==> src/rtl/fcs_pkg.sv <==
package fcs_pkg;
  localparam int WORD_W    = 32;
  localparam int EXC_N     = 5;
  localparam int FLAG_LSB  = 2;
  localparam int EN_LSB    = FLAG_LSB + EXC_N;
  localparam int CAUSE_LSB = EN_LSB + EXC_N;
  localparam int UNIMP_BIT = CAUSE_LSB + EXC_N;
  localparam int CC_N      = 8;
  localparam int CC_SEL_W  = $clog2(CC_N);
  localparam int CC0_BIT   = 23;
  localparam int FLUSH_BIT = 24;
  localparam int CC_HI_LSB = 25;
  localparam logic [WORD_W-1:0] LIVE_MASK = 32'hFF83_FFFF;

  typedef logic [WORD_W-1:0] word_t;
  typedef logic [EXC_N-1:0]  exc_t;

  // bit position of condition code k
  function automatic int cc_bit(input int k);
    return (k == 0) ? CC0_BIT : CC_HI_LSB + k - 1;
  endfunction

  // trap test on a complete status word
  function automatic logic wants_trap(input word_t w);
    return w[UNIMP_BIT] | (|(w[CAUSE_LSB +: EXC_N] & w[EN_LSB +: EXC_N]));
  endfunction

  // merge one operation report into a word
  function automatic word_t apply_op(input word_t w, input exc_t e, input logic u);
    word_t r;
    r = w;
    r[CAUSE_LSB +: EXC_N] = e;
    r[UNIMP_BIT]          = u;
    r[FLAG_LSB +: EXC_N]  = w[FLAG_LSB +: EXC_N] | e;
    return r;
  endfunction
endpackage

==> src/rtl/fcs_word_next.sv <==
module fcs_word_next
  import fcs_pkg::*;
(
  input  word_t                 cur,
  input  logic                  mt_fire,
  input  word_t                 mt_data,
  input  logic                  op_fire,
  input  exc_t                  op_exc,
  input  logic                  op_unimpl,
  input  logic                  cc_fire,
  input  logic [CC_SEL_W-1:0]   cc_sel,
  input  logic                  cc_val,
  output word_t                 after_op,
  output word_t                 nxt
);
  word_t after_mt;

  // stage 1: software write, stage 2: operation report, stage 3: condition code
  assign after_mt = mt_fire ? (mt_data & LIVE_MASK) : cur;
  assign after_op = op_fire ? apply_op(after_mt, op_exc, op_unimpl) : after_mt;

  always_comb begin
    nxt = after_op;
    for (int k = 0; k < CC_N; k++) begin
      if (cc_fire && cc_sel == CC_SEL_W'(k)) nxt[cc_bit(k)] = cc_val;
    end
  end
endmodule

==> src/rtl/fcs_read_port.sv <==
module fcs_read_port
  import fcs_pkg::*;
#(
  parameter int IDX_W   = 5,
  parameter int GPR_W   = 5,
  parameter int CSR_IDX = 31
) (
  input  word_t             cur,
  input  logic              mf_valid,
  input  logic [IDX_W-1:0]  mf_idx,
  input  logic [GPR_W-1:0]  mf_gpr,
  output logic              mf_wen,
  output logic [GPR_W-1:0]  mf_dest,
  output word_t             mf_data
);
  logic hit_word;

  assign hit_word = mf_valid && (mf_idx == IDX_W'(CSR_IDX));
  assign mf_data  = hit_word ? cur : '0;
  assign mf_wen   = mf_valid && (mf_gpr != '0);
  assign mf_dest  = mf_gpr;
endmodule

==> src/rtl/fp_ctrl_status.sv <==
module fp_ctrl_status
  import fcs_pkg::*;
#(
  parameter int IDX_W   = 5,
  parameter int GPR_W   = 5,
  parameter int CSR_IDX = 31
) (
  input  logic                   clk,
  input  logic                   rst_n,
  input  logic                   mt_valid,
  input  logic [IDX_W-1:0]       mt_idx,
  input  logic [WORD_W-1:0]      mt_data,
  input  logic                   mf_valid,
  input  logic [IDX_W-1:0]       mf_idx,
  input  logic [GPR_W-1:0]       mf_gpr,
  output logic                   mf_wen,
  output logic [GPR_W-1:0]       mf_dest,
  output logic [WORD_W-1:0]      mf_data,
  input  logic                   op_valid,
  input  logic [EXC_N-1:0]       op_exc,
  input  logic                   op_unimpl,
  input  logic                   op_wen,
  output logic                   wb_commit,
  output logic                   trap_req,
  input  logic                   cc_wen,
  input  logic [CC_SEL_W-1:0]    cc_sel,
  input  logic                   cc_val,
  output logic [CC_N-1:0]        cc_flags,
  output logic [1:0]             rnd_mode,
  output logic                   flush_zero
);
  word_t csr_q, word_nxt, word_after_op;
  logic  post_q;
  logic  mt_fire, op_trap, post_trap;

  assign mt_fire = mt_valid && (mt_idx == IDX_W'(CSR_IDX));

  fcs_word_next u_next (
    .cur      (csr_q),
    .mt_fire  (mt_fire),
    .mt_data  (mt_data),
    .op_fire  (op_valid),
    .op_exc   (op_exc),
    .op_unimpl(op_unimpl),
    .cc_fire  (cc_wen),
    .cc_sel   (cc_sel),
    .cc_val   (cc_val),
    .after_op (word_after_op),
    .nxt      (word_nxt)
  );

  fcs_read_port #(.IDX_W(IDX_W), .GPR_W(GPR_W), .CSR_IDX(CSR_IDX)) u_read (
    .cur     (csr_q),
    .mf_valid(mf_valid),
    .mf_idx  (mf_idx),
    .mf_gpr  (mf_gpr),
    .mf_wen  (mf_wen),
    .mf_dest (mf_dest),
    .mf_data (mf_data)
  );

  always_ff @(posedge clk) begin
    if (!rst_n) begin
      csr_q  <= '0;
      post_q <= 1'b0;
    end else begin
      csr_q  <= word_nxt;
      post_q <= mt_fire;
    end
  end

  // named trap events
  assign op_trap   = op_valid && wants_trap(word_after_op);
  assign post_trap = post_q && wants_trap(csr_q);
  assign trap_req  = op_trap || post_trap;
  assign wb_commit = op_valid && op_wen && !op_trap;

  assign rnd_mode   = csr_q[1:0];
  assign flush_zero = csr_q[FLUSH_BIT];

  for (genvar g = 0; g < CC_N; g++) begin : g_cc
    assign cc_flags[g] = csr_q[cc_bit(g)];
  end

  // assertions
  p_rev_zero_r2: assert property (@(posedge clk) disable iff (!rst_n)
    (mf_valid && mf_idx != IDX_W'(CSR_IDX)) |-> mf_data == '0);

  p_dead_bits_r3: assert property (@(posedge clk) disable iff (!rst_n)
    csr_q[22:18] == 5'd0);

  p_cause_r4: assert property (@(posedge clk) disable iff (!rst_n)
    op_valid |=> csr_q[UNIMP_BIT:CAUSE_LSB] == $past({op_unimpl, op_exc}));

  p_sticky_r5: assert property (@(posedge clk) disable iff (!rst_n)
    (op_valid && !mt_fire) |=>
      ((csr_q[FLAG_LSB +: EXC_N] & $past(csr_q[FLAG_LSB +: EXC_N])) == $past(csr_q[FLAG_LSB +: EXC_N])));

  p_wb_block_r7: assert property (@(posedge clk) disable iff (!rst_n)
    op_trap |-> !wb_commit);

  p_post_check_r8: assert property (@(posedge clk) disable iff (!rst_n)
    mt_fire |=> (wants_trap(csr_q) -> trap_req));

  p_gpr0_r10: assert property (@(posedge clk) disable iff (!rst_n)
    (mf_gpr == '0) |-> !mf_wen);
endmodule

==> config.mk <==
export PLATFORM = sky130hd
export DESIGN_NAME = fp_ctrl_status
export DESIGN_NICKNAME = d
export VERILOG_FILES = /design/src/rtl/fcs_pkg.sv /design/src/rtl/fcs_word_next.sv /design/src/rtl/fcs_read_port.sv /design/src/rtl/fp_ctrl_status.sv
export SDC_FILE = /design/constraint.sdc
export NUM_CORES = 1
export LEC_CHECK = 0
export BUFFER_PORTS_ARGS = -buffer_cell sky130_fd_sc_hd__buf_4
export CAP_MARGIN = 5
export CORE_ASPECT_RATIO = 2
export CORE_MARGIN = 2
export CORE_UTILIZATION = 42
export DETAILED_ROUTE_END_ITERATION = 10
export PLACE_DENSITY = 0.8
export SLEW_MARGIN = 10
export SYNTH_ARGS = -nofsm -noshare
export SYNTH_HDL_FRONTEND = slang
export SYNTH_SLANG_ARGS = --single-unit
==> constraint.sdc <==
create_clock -name clk -period 2.1 [get_ports clk]
set_input_delay 0.21 -clock clk [delete_from_list [all_inputs] [get_ports clk]]
set_output_delay 0.21 -clock clk [all_outputs]
set_load 0.01 [all_outputs]
Word-level counts from Yosys, hierarchy flattened
Cells that the tools add are included.

word-level totals
  output and inout bits = 51
  bits of input ports = 64
  register bits = 33
  word-level logic and storage cells = 48

operators by class
  multiplexer cells = 11
  bitwise operators = 5
  reduce and logical (&&, ||, !) cells = 21
  eq/ne operators = 9

operators with widths
  kind                                                             number
  32-bit 2-to-1 mux                                                2
  18-bit 2-to-1 mux                                                1
  1-bit logical AND                                                15
  3-bit == test, second input constant                             4
  5-bit bitwise AND                                                2
  5-bit == test, second input constant                             2
  5-bit OR reduction                                               2
  1-bit 2-to-1 mux                                                 8
  3-bit by 2-bit == test with 1-bit output, second input constant  2
  5-bit bitwise OR                                                 1
  5-bit nonzero test                                               1
  3-bit by 1-bit == test with 1-bit output, second input constant  1
  3-bit zero test                                                  1
  1-bit bitwise OR                                                 2
  1-bit zero test                                                  1
  1-bit logical OR                                                 1

Logic depth before layout (Yosys ltp)
Gate-level depths: netlist (run 1).

  depth after elaboration = 11
  depth in mapped cells = 7
  gate-level depth less buffers = 6

Cells and area by module
A second synthesis (run 1) with hierarchy kept.

second synthesis, totals
  cells, all modules = 265
  area, all modules = 2,197.1 µm²

by module, submodules not included
  module          cells an instance  sequential area each (µm²)  area each (µm²)  instances
  fp_ctrl_status  93                 660.6                       1,042.2          1
  fcs_word_next   93                 0.0                         789.5            1
  fcs_read_port   79                 0.0                         365.4            1

Worst setup path after synthesis (run 1)
Ideal clock, no wire load.

  path type = input to output
  from = in mt_idx[3]
  to = out trap_req
  stages on the path = 6
  path slack = 0.153 ns
  data arrival time = 1.737 ns
  path through = nand4_2 > nor2_1 > mux2_2 > a2111o_1 > a211o_1 > a22o_1

between the ends
  longest elaborated chain between the ends = 9

ends and longest elaborated chain
  what                   line                  RTL
  start: declaration     fp_ctrl_status.sv:11  input logic [IDX_W-1:0] mt_idx,
  5-bit == test (*)      fp_ctrl_status.sv:36  assign mt_fire = mt_valid && (mt_idx == IDX_W'(CSR_IDX));
  1-bit logical AND (*)  fp_ctrl_status.sv:36
  32-bit 2-to-1 mux (*)  fcs_word_next.sv:19   assign after_mt = mt_fire ? (mt_data & LIVE_MASK) : cur;
  18-bit 2-to-1 mux (*)  fcs_word_next.sv:20   assign after_op = op_fire ? apply_op(after_mt, op_exc, op_unimpl) : after_mt;
  5-bit bitwise AND      fcs_pkg.sv:25         return w[UNIMP_BIT] | (|(w[CAUSE_LSB +: EXC_N] & w[EN_LSB +: EXC_N]));
  5-bit OR reduction     fcs_pkg.sv:25
  1-bit bitwise OR (*)   fcs_pkg.sv:25
  1-bit logical AND (*)  fp_ctrl_status.sv:73  assign op_trap = op_valid && wants_trap(word_after_op);
  1-bit logical OR (*)   fp_ctrl_status.sv:75  assign trap_req = op_trap || post_trap;
  end: declaration       fp_ctrl_status.sv:24  output logic trap_req,

Mark *: on every way between the ends. The rest lies on a longest branch, timed or not.

Final worst setup path (run 1)
  from = in mt_idx[0]
  to = out trap_req

Same word-level chain as after synthesis.

==> summary.md, run 1 <==
| Metric | Value |
|---|---|
| Max-cap viol count | `0` |
| Synthesis Warnings | `0` |
| Reg clk slew, reported paths | `0.09 ns` |
| Die area | `0.00464 mm^2` |
| Clock sink count | `28` |
| # port buffers | `104` |
| Share of flip-flops with an asynchronous set or reset | `0` |
| Internal Pwr Total | `814 uW` |
| Cells after Synth | `207` |
| Sw frac | `0.252` |
| Min setup slack post-route | `-0.0140 ns` |
| H-tree Lvls | `1` |
| Top FF cell, synth | `dfxtp_1` |
| First-pass GRT wire length | `7490 um` |
| EDFF count, synth | `0` |
| Leak | `1.16 nW` |
| P per Cell Area | `425 mW/mm^2` |
| Worst Setup Start Kind | `input pin` |
| Routed vias/inst | `5.06` |
| Failing checks | `negative setup slack` |
| RSZ-0062 raised after global routing | `true` |
| Pre-CTS setup slack | `-0.139 ns` |
| Vias | `1770` |
| Post-route ant nets | `0` |
| Root buffer cell | `clkbuf_8` |
| Initial core utilization | `0.442` |
| Final design utilization | `0.659` |
| Clock share of power | `0.263` |
| Clk buf depth | `2` |
| CTS tree | `yes` |
| Nets | `365` |
| Ant diodes | `0` |
| WS Path Type | `input pin to output pin` |
| Largest cells by area after synthesis | `dfxtp_1 (33%), and2_1 (12%), mux2i_1 (11%)` |
| WL final | `4910 um` |
| Final setup vio count | `1` |
| Peak Freq | `0.473 GHz` |
| Layout cells sized above 1 | `0.421` |
| Skew final | `0 ns` |
| Endpoints failing hold | `0` |
| GPL Wtd Cong | `0.768` |
| Worst-Skew Late Latency | `0.27 ns` |
| Non-filler instance count after layout | `350` |
| Distinct cells, synth | `35` |
| Status | `finished with violations` |
| Boundary pin count | `115` |
| Combinational power share | `0.219` |
| Share of power burned in registers | `0.518` |
| Initial antenna violation count | `0` |
| CP required | `1.89 ns` |
| Tightest Hold Check Type | `input pin to flop` |
| CORE AREA | `0.00388 mm^2` |
| Std cell rows | `32` |
| Die Width | `49.2 um` |
| Final period util | `1.01` |
| Sequential share of the synthesized area | `0.327` |
| Critical Path AT | `1.90 ns` |
| GRT overflow | `0` |
| Synth area leader | `dfxtp_1` |
| Slew headroom | `0.506` |
| Area grow syn2layout | `49.3%` |
| Drt drc | `0` |
| Netlist Area Pre-Place | `0.00172 mm^2` |
| Total CTS buffers | `3` |
| Worst Tran Pin Value | `0.740 ns` |
| Yosys top cell area share | `0.327` |
| Max Slew Vio Count | `0` |
| P_sw | `274 uW` |
| Peak supply drop | `0.483 mV` |
| Total global-route track usage | `0.205` |
| Largest net degree at the start of global routing | `28` |
| Cell count after placement | `345` |
| First-pass DRT Iterations | `5` |
| FF+latch count, synth | `28` |
| Die height | `94.4 um` |
| Worst setup EP type | `output pin` |
| CP Max Fanout | `6` |
| Detailed Route Iter0 Violations | `27` |
| Syn Area/Cell | `8.29 um^2` |
| DP Wirelength | `3730 um` |
| Vias in the first global route | `1685` |
| Crit path time final | `2.11 ns` |
| Avg WL per Cell | `14.0 um` |
logic make-up (layout without fill, tap and decap cells):
| kind of cell | Yosys count | count (layout) | share of synthesized area |
|---|---|---|---|
| muxes | 20 | 20 | 0.118 |
| and+or+nand+nor | 81 | 81 | 0.255 |
| DFF | 28 | 28 | 0.327 |
| other | 1 | 5 | 0.00219 |
| AOI/OAI and AO/OA | 44 | 44 | 0.174 |
| buffers and inverters | 33 | 121 | 0.124 |
synth_stat cells, types with 3 or more instances:
cell,count
clkbuf_1,6
buf_4,21
nor2b_1,3
a221oi_1,3
and2_1,33
dfxtp_1,28
inv_1,3
a31oi_1,3
a21oi_1,13
a211oi_1,6
nand3_1,10
nand2_1,10
nor2_1,17
mux2i_1,18
o21ai_0,7
state kept, by name (all words and copies together) (netlist names):
| name | flops |
|---|---|
| csr_q | 27 |
| post_q | 1 |
layout by cell type (no fill, tap or decap), drive strengths merged, types with 4 or more instances in the layout:
| cell type | instances |
|---|---|
| mux2i | 18 |
| nand3 | 10 |
| nor2 | 17 |
| nand2 | 10 |
| a211oi | 6 |
| a31oi | 4 |
| buf | 115 |
| and2 | 33 |
| dfxtp | 28 |
| conb | 5 |
| o21ai | 9 |
| a21oi | 13 |
metal layers:
metal	part of all wire	routed length, um	vias up	track usage
met5	0	0	-	0
li1	-	-	885	-
met3	0.061	301	4	0.0301
met1	0.34	1650	801	0.195
met2	0.59	2920	80	0.429
met4	0.0092	45	0	0.0571
final timing paths:
path               from         to  slack, ns  cells after the start
max           mt_idx[0]   trap_req      -0.01                      8
min reg2reg    csr_q[1]   csr_q[1]       0.53                      2
min          mt_data[1]   csr_q[1]       0.18                      3
max reg2reg   csr_q[15]  csr_q[15]       1.19                      3
critical path, stage by stage:
cell      delay (ns)
buf_8           0.08
nand4_4         0.16
nor2_4          0.17
mux2_4          0.32
a2111o_1        0.38
a211o_1         0.25
a22o_1          0.22
buf_6           0.12
layout make-up:
cell class / instances / area, um^2
multi-input combinational: 150 / 991
timing repair buffer: 115 / 893
sequential: 28 / 561
fill: 357 / 1320
tap: 51 / 63.8
clock buffer: 3 / 41.3
inverter: 3 / 11.3
power groups by stage:
stage	Clock [mW]	Sequential, mW	Combinational [mW]
floorplan	0	0.572	0.109
global placement	0	0.575	0.222
detailed placement	0	0.576	0.225
CTS	0.298	0.564	0.234
global route	0.313	0.566	0.258
finish	0.286	0.563	0.238
through the flow:
stage / setup TNS, ns / cell area [um^2] / hold WS [ns] / power (mW)
CTS: -0.00365 / 2540 / 0.176 / 1.10
finish: -0.0140 / 2560 / 0.180 / 1.09
global placement: -0.133 / 2440 / 0.448 / 0.797
global route: -0.162 / 2560 / 0.178 / 1.14
floorplan: 0 / 1730 / 0.332 / 0.681
detailed placement: -0.186 / 2440 / 0.460 / 0.801
timing repair:
| action | in CTS | in global routing |
|---|---|---|
| hold buffers | 0 | 0 |
| setup buffers | 1 | 1 |
| pin swaps | 6 | 0 |
| endpoints found under the setup margin | 2 | 2 |
| gates cloned | 0 | 0 |
| gates resized for setup | 15 | 4 |
Power figures use the tool's default switching activity.
==> inputs of run 2 (changes only) <==
Settings changed: GPL_TIMING_DRIVEN from default to 1, MAX_ROUTING_LAYER from default to met4.
==> run 2 against run 1 <==
Critical path type unchanged. Worst setup slack lost 0.0085 ns. Sequential share of layout area is the same. The run still ends with negative setup slack left. Critical path depth grew 1. Flip-flop and latch count is the same.
==> summary.md, run 2 (synthesis results as in run 1) <==
| Metric | Value |
|---|---|
| Tightest Hold Check Type | `input pin to flop` |
| Final design utilization | `0.659` |
| Total CTS buffers | `3` |
| Worst path depth | `9` |
| Ant diodes | `0` |
| Total global-route track usage | `0.211` |
| Root buffer cell | `clkbuf_8` |
| Vias | `1769` |
| Post-route ant nets | `0` |
| Vias in the first global route | `1683` |
| Initial core utilization | `0.442` |
| Crit path buffers/inverters | `3` |
| CTS tree | `yes` |
| Total power | `1.09 mW` |
| Avg WL per Cell | `14.1 um` |
| CP top delay family | `compound AO/OA/AOI/OAI gates` |
| Critical Path End | `trap_req` |
| Max stage delay cell, worst path | `a2111o_1` |
| RSZ-0062 raised after global routing | `true` |
| Worst Tran Pin Value | `0.750 ns` |
| Peak Freq | `0.471 GHz` |
| Final setup vio count | `1` |
| Worst Setup Start Kind | `input pin` |
| Boundary pin count | `115` |
| Clock share of power | `0.263` |
| Drt drc | `0` |
| P per Cell Area | `425 mW/mm^2` |
| GRT overflow | `0` |
| WS Path Type | `input pin to output pin` |
| Fillers | `357` |
| Nets | `365` |
| Reg2reg start | `csr_q[15]` |
| Min setup slack post-route | `-0.0225 ns` |
| Worst Reg2Reg Path Length in Cells | `3` |
| Max-cap viol count | `0` |
| Share of power burned in registers | `0.518` |
| Die Width | `49.2 um` |
| CP Max Fanout | `6` |
| Clk buf depth | `2` |
| Reg2reg setup slack | `1.17 ns` |
| Largest regs | `csr_q (27), post_q (1)` |
| Crit-path max cell delay | `0.42 ns` |
| Detailed Route Iter0 Violations | `43` |
| Worst-Skew Late Latency | `0.27 ns` |
| Hold slack | `0.180 ns` |
| Area grow syn2layout | `49.3%` |
| Slew headroom | `0.499` |
| Initial antenna violation count | `0` |
| Sw frac | `0.252` |
| Crit Reg-Reg Endpoint | `csr_q[15]` |
| Top reg by flops | `csr_q` |
| Largest net degree at the start of global routing | `28` |
| Commonest non-fill, non-tap cell in the layout | `buf_4` |
| Post-CTS Hold Buffers | `0` |
| Worst setup EP type | `output pin` |
| Layout cells sized above 1 | `0.421` |
| Skew final | `0 ns` |
| Peak supply drop | `0.484 mV` |
| Final period util | `1.01` |
| GPL Wtd Cong | `0.779` |
| Max reg flops | `27` |
| Most frequent cells in the layout | `buf_4 (109), and2_1 (32), dfxtp_1 (28), mux2i_1 (18), nor2_1 (16)` |
| Endpoints failing hold | `0` |
| Critical Path Source | `mt_idx[0]` |
| Clock sink count | `28` |
| Routed vias/inst | `5.05` |
| Reg clk slew, reported paths | `0.09 ns` |
| CP required | `1.89 ns` |
| Combinational power share | `0.219` |
| # port buffers | `104` |
| Die area | `0.00464 mm^2` |
| Crit path time final | `2.12 ns` |
| P_sw | `274 uW` |
| Status | `finished with violations` |
| Leak | `1.16 nW` |
| Die height | `94.4 um` |
| Critical Path AT | `1.91 ns` |
| Internal Pwr Total | `814 uW` |
| Failing checks | `negative setup slack` |
| Max Slew Vio Count | `0` |
| First-pass GRT wire length | `7480 um` |
| H-tree Lvls | `1` |
| DP Wirelength | `3730 um` |
| First-pass DRT Iterations | `7` |
| CORE AREA | `0.00388 mm^2` |
| CP cell instances | `buf_8 > nand4_4 > buf_4 > o21ai_1 > a222oi_1 > a2111o_1 > a211o_1 > a22o_1 > buf_6` |
| Std cell rows | `32` |
| WL final | `4930 um` |
[run 2: cell counts in the layout (fill, tap and decap cells not counted)]
Identical to the previous run, type by type.
[run 2: worst register-to-register path, cell delays in order (launching register included)]
cell,delay (ns)
dfxtp_1,0.35
o21ai_1,0.09
buf_4,0.14
a221oi_1,0.25
[run 2: metrics by stage]
step | setup TNS (ns) | setup WS (ns) | std cells | area (um^2)
2_1_floorplan | 0 | 0.153 | 211 | 1730
3_3_place_gp | -0.133 | -0.112 | 345 | 2440
3_5_place_dp | -0.186 | -0.139 | 345 | 2440
4_1_cts | -0.00365 | -0.00365 | 349 | 2540
5_1_grt | -0.162 | -0.122 | 350 | 2560
6_report | -0.0225 | -0.0225 | 350 | 2560
[run 2: layout make-up]
| class | instances | area, um^2 | share of cell area |
|---|---|---|---|
| inverters | 3 | 11.3 | 0.00440 |
| well taps | 51 | 63.8 | 0.0249 |
| repair buffers | 115 | 893 | 0.349 |
| clock buffers | 3 | 41.3 | 0.0161 |
| flip-flops and latches | 28 | 561 | 0.219 |
| multi-input cells | 150 | 991 | 0.387 |
[run 2: worst min path at each step]
stage	start	endpoint	slack, ns	cells past startpoint
after floorplan	rst_n	csr_q[11]	0.33	1
after global placement	mt_data[1]	csr_q[1]	0.45	3
after detailed placement	rst_n	csr_q[11]	0.46	2
after CTS	rst_n	csr_q[11]	0.18	2
after global routing	rst_n	csr_q[7]	0.18	2
final	mt_data[1]	csr_q[1]	0.18	3
[run 2: routing by layer]
metal	track usage	wire, um
met2	0.429	2920
met3	0.0285	308
met1	0.196	1660
met5	-	0
met4	0.0571	41
[run 2: what timing repair did]
action	4_1_cts	5_1_grt
setup buffers	1	1
resized for setup	15	4
endpoints found under the setup margin	2	2
pin swaps	6	0
[run 2: power by group through the flow]
| stage | registers, mW | logic, mW | clock network [mW] |
|---|---|---|---|
| floorplan | 0.572 | 0.109 | 0 |
| global placement | 0.575 | 0.222 | 0 |
| detailed placement | 0.576 | 0.225 | 0 |
| CTS | 0.564 | 0.234 | 0.298 |
| global route | 0.566 | 0.258 | 0.313 |
| finish | 0.563 | 0.238 | 0.287 |
==> inputs of run 3 (changes only) <==
Settings changed: CORE_UTILIZATION 42 to 45, PLACE_DENSITY 0.8 to 0.84.
Clock period 2.1 ns to 2.49 ns, I/O delays scaled along.
==> run 3 against run 2 <==
The flow now finishes without violations. Cell count decreased by 2.9%. Count of clock-buffer cells in the layout unchanged. Critical path depth decreased by 1. Worst hold slack improved by 0.031 ns. Critical path type unchanged. Critical endpoint unchanged. Largest cell class unchanged. Largest power group unchanged.
==> summary.md, run 3 (synthesis results as in run 1) <==
| Metric | Value |
|---|---|
| Reg clk slew, reported paths | `0.09 ns` |
| Initial antenna violation count | `0` |
| WL final | `4630 um` |
| Final period util | `0.928` |
| Worst hold start | `mt_data[1]` |
| GRT overflow | `0` |
| Worst Tran Pin Value | `0.760 ns` |
| CORE AREA | `0.00365 mm^2` |
| RSZ-0062 raised after global routing | `false` |
| Most frequent cells in the layout | `buf_4 (107), and2_1 (33), dfxtp_1 (28), mux2i_1 (18), nor2_1 (16)` |
| Max Slew Vio Count | `0` |
| Vias in the first global route | `1682` |
| Status | `completed` |
| Setup TNS Final | `0 ns` |
| CTS tree | `yes` |
| Crit path buffers/inverters | `2` |
| GPL Wtd Cong | `0.807` |
| Post-route cell area | `0.00244 mm^2` |
| Placed cell area | `0.00240 mm^2` |
| Ant diodes | `0` |
| Critical Path Source | `mt_valid` |
| Worst path depth | `8` |
| Hold slack | `0.211 ns` |
| Total CTS buffers | `3` |
| Avg WL per Cell | `13.6 um` |
| Die height | `91.3 um` |
| Max stage delay cell, worst path | `a2111o_1` |
| Initial core utilization | `0.470` |
| Std cell rows | `31` |
| Worst Reg2Reg Path Length in Cells | `2` |
| Leak | `1.11 nW` |
| Max-cap viol count | `0` |
| Largest net degree at the start of global routing | `28` |
| Most frequent CP cell | `buf_4` |
| Drt drc | `0` |
| CP Max Fanout | `9` |
| DP Wirelength | `3710 um` |
| Hold Path Depth | `3` |
| Min setup slack post-route | `0.178 ns` |
| Clock sink count | `28` |
| Worst-Skew Late Latency | `0.27 ns` |
| H-tree Lvls | `1` |
| Crit path time final | `2.31 ns` |
| First-pass GRT wire length | `7160 um` |
| P per Cell Area | `368 mW/mm^2` |
| Crit-path max cell delay | `0.43 ns` |
| Die Width | `47.7 um` |
| Boundary pin count | `115` |
| Peak supply drop | `0.285 mV` |
| Max reg flops | `27` |
| Commonest non-fill, non-tap cell in the layout | `buf_4` |
| Worst setup EP type | `output pin` |
| Die area | `0.00435 mm^2` |
| Final design utilization | `0.668` |
| Pre-CTS setup slack | `0.171 ns` |
| Root buffer cell | `clkbuf_8` |
| Nets | `357` |
| Number of instances resized during post-cts repair | `0` |
| Critical Path AT | `2.06 ns` |
| Vias | `1733` |
| CP top delay family | `compound AO/OA/AOI/OAI gates` |
| Post-route ant nets | `0` |
| Reg2reg start | `csr_q[7]` |
| Skew final | `0 ns` |
| Tightest Hold Check Type | `input pin to flop` |
| Clk buf depth | `2` |
| # port buffers | `104` |
| Setup bufs post-CTS | `0` |
| Detailed Route Iter0 Violations | `36` |
| Layout cells sized above 1 | `0.395` |
| WS Path Type | `input pin to output pin` |
| Largest regs | `csr_q (27), post_q (1)` |
| Slew headroom | `0.493` |
| CP cell instances | `buf_4 > nand2_1 > nor2_2 > mux2_2 > a2111o_1 > a211o_1 > a22o_1 > buf_4` |
| Endpoints failing hold | `0` |
| Final setup vio count | `0` |
| CP required | `2.24 ns` |
| Top reg by flops | `csr_q` |
| Routed vias/inst | `5.10` |
| Area grow syn2layout | `42.1%` |
| Worst Setup Start Kind | `input pin` |
| Total global-route track usage | `0.226` |
| Post-CTS Hold Buffers | `0` |
| First-pass DRT Iterations | `4` |
| Peak Freq | `0.433 GHz` |
run 3: cell types whose count changed in the layout (fill, tap and decap cells not counted), moves of 2 or more:
| cell | previous run | this run |
|---|---|---|
| o21ai_0 | 2 | 7 |
| o21ai_1 | 7 | 2 |
| buf_6 | 4 | 0 |
| a31oi_1 | 1 | 3 |
| a31oi_2 | 2 | 0 |
| buf_4 | 109 | 107 |
| buf_8 | 2 | 0 |
run 3: cell type report:
class	instances	area, um^2
tap	49	61.3
sequential	28	561
inverter	3	11.3
multi-input combinational	150	960
fill	356	1210
clock buffer	3	41.3
timing repair buffer	107	803
run 3: layer usage:
| metal | track usage | vias up | share of wire |
|---|---|---|---|
| li1 | - | 869 | - |
| met1 | 0.212 | 781 | 0.32 |
| met2 | 0.426 | 75 | 0.58 |
| met3 | 0.0219 | 8 | 0.079 |
| met4 | 0.0833 | 0 | 0.023 |
| met5 | - | - | 0 |
run 3: worst paths after layout:
check | to | slack, ns
setup / recovery | trap_req | 0.18
hold / removal | csr_q[1] | 0.21
setup reg to reg | csr_q[7] | 1.59
hold reg to reg | csr_q[1] | 0.52
run 3: metrics by stage:
step	cells	total power, mW
2_1_floorplan	211	0.574
3_3_place_gp	337	0.664
3_5_place_dp	337	0.669
4_1_cts	340	0.904
5_1_grt	340	0.943
6_report	340	0.896
run 3: power by group:
group          total [mW]  leakage, nW  switching, mW  internal [mW]
Sequential          0.475        0.229        0.00966          0.465
Clock               0.239       0.0216          0.130          0.109
Combinational       0.183        0.864         0.0809          0.102
run 3: worst reg2reg max path, cell delays in order (launching register included):
cell and delay (ns):
dfxtp_1 0.33, mux2_1 0.30, and2_1 0.17
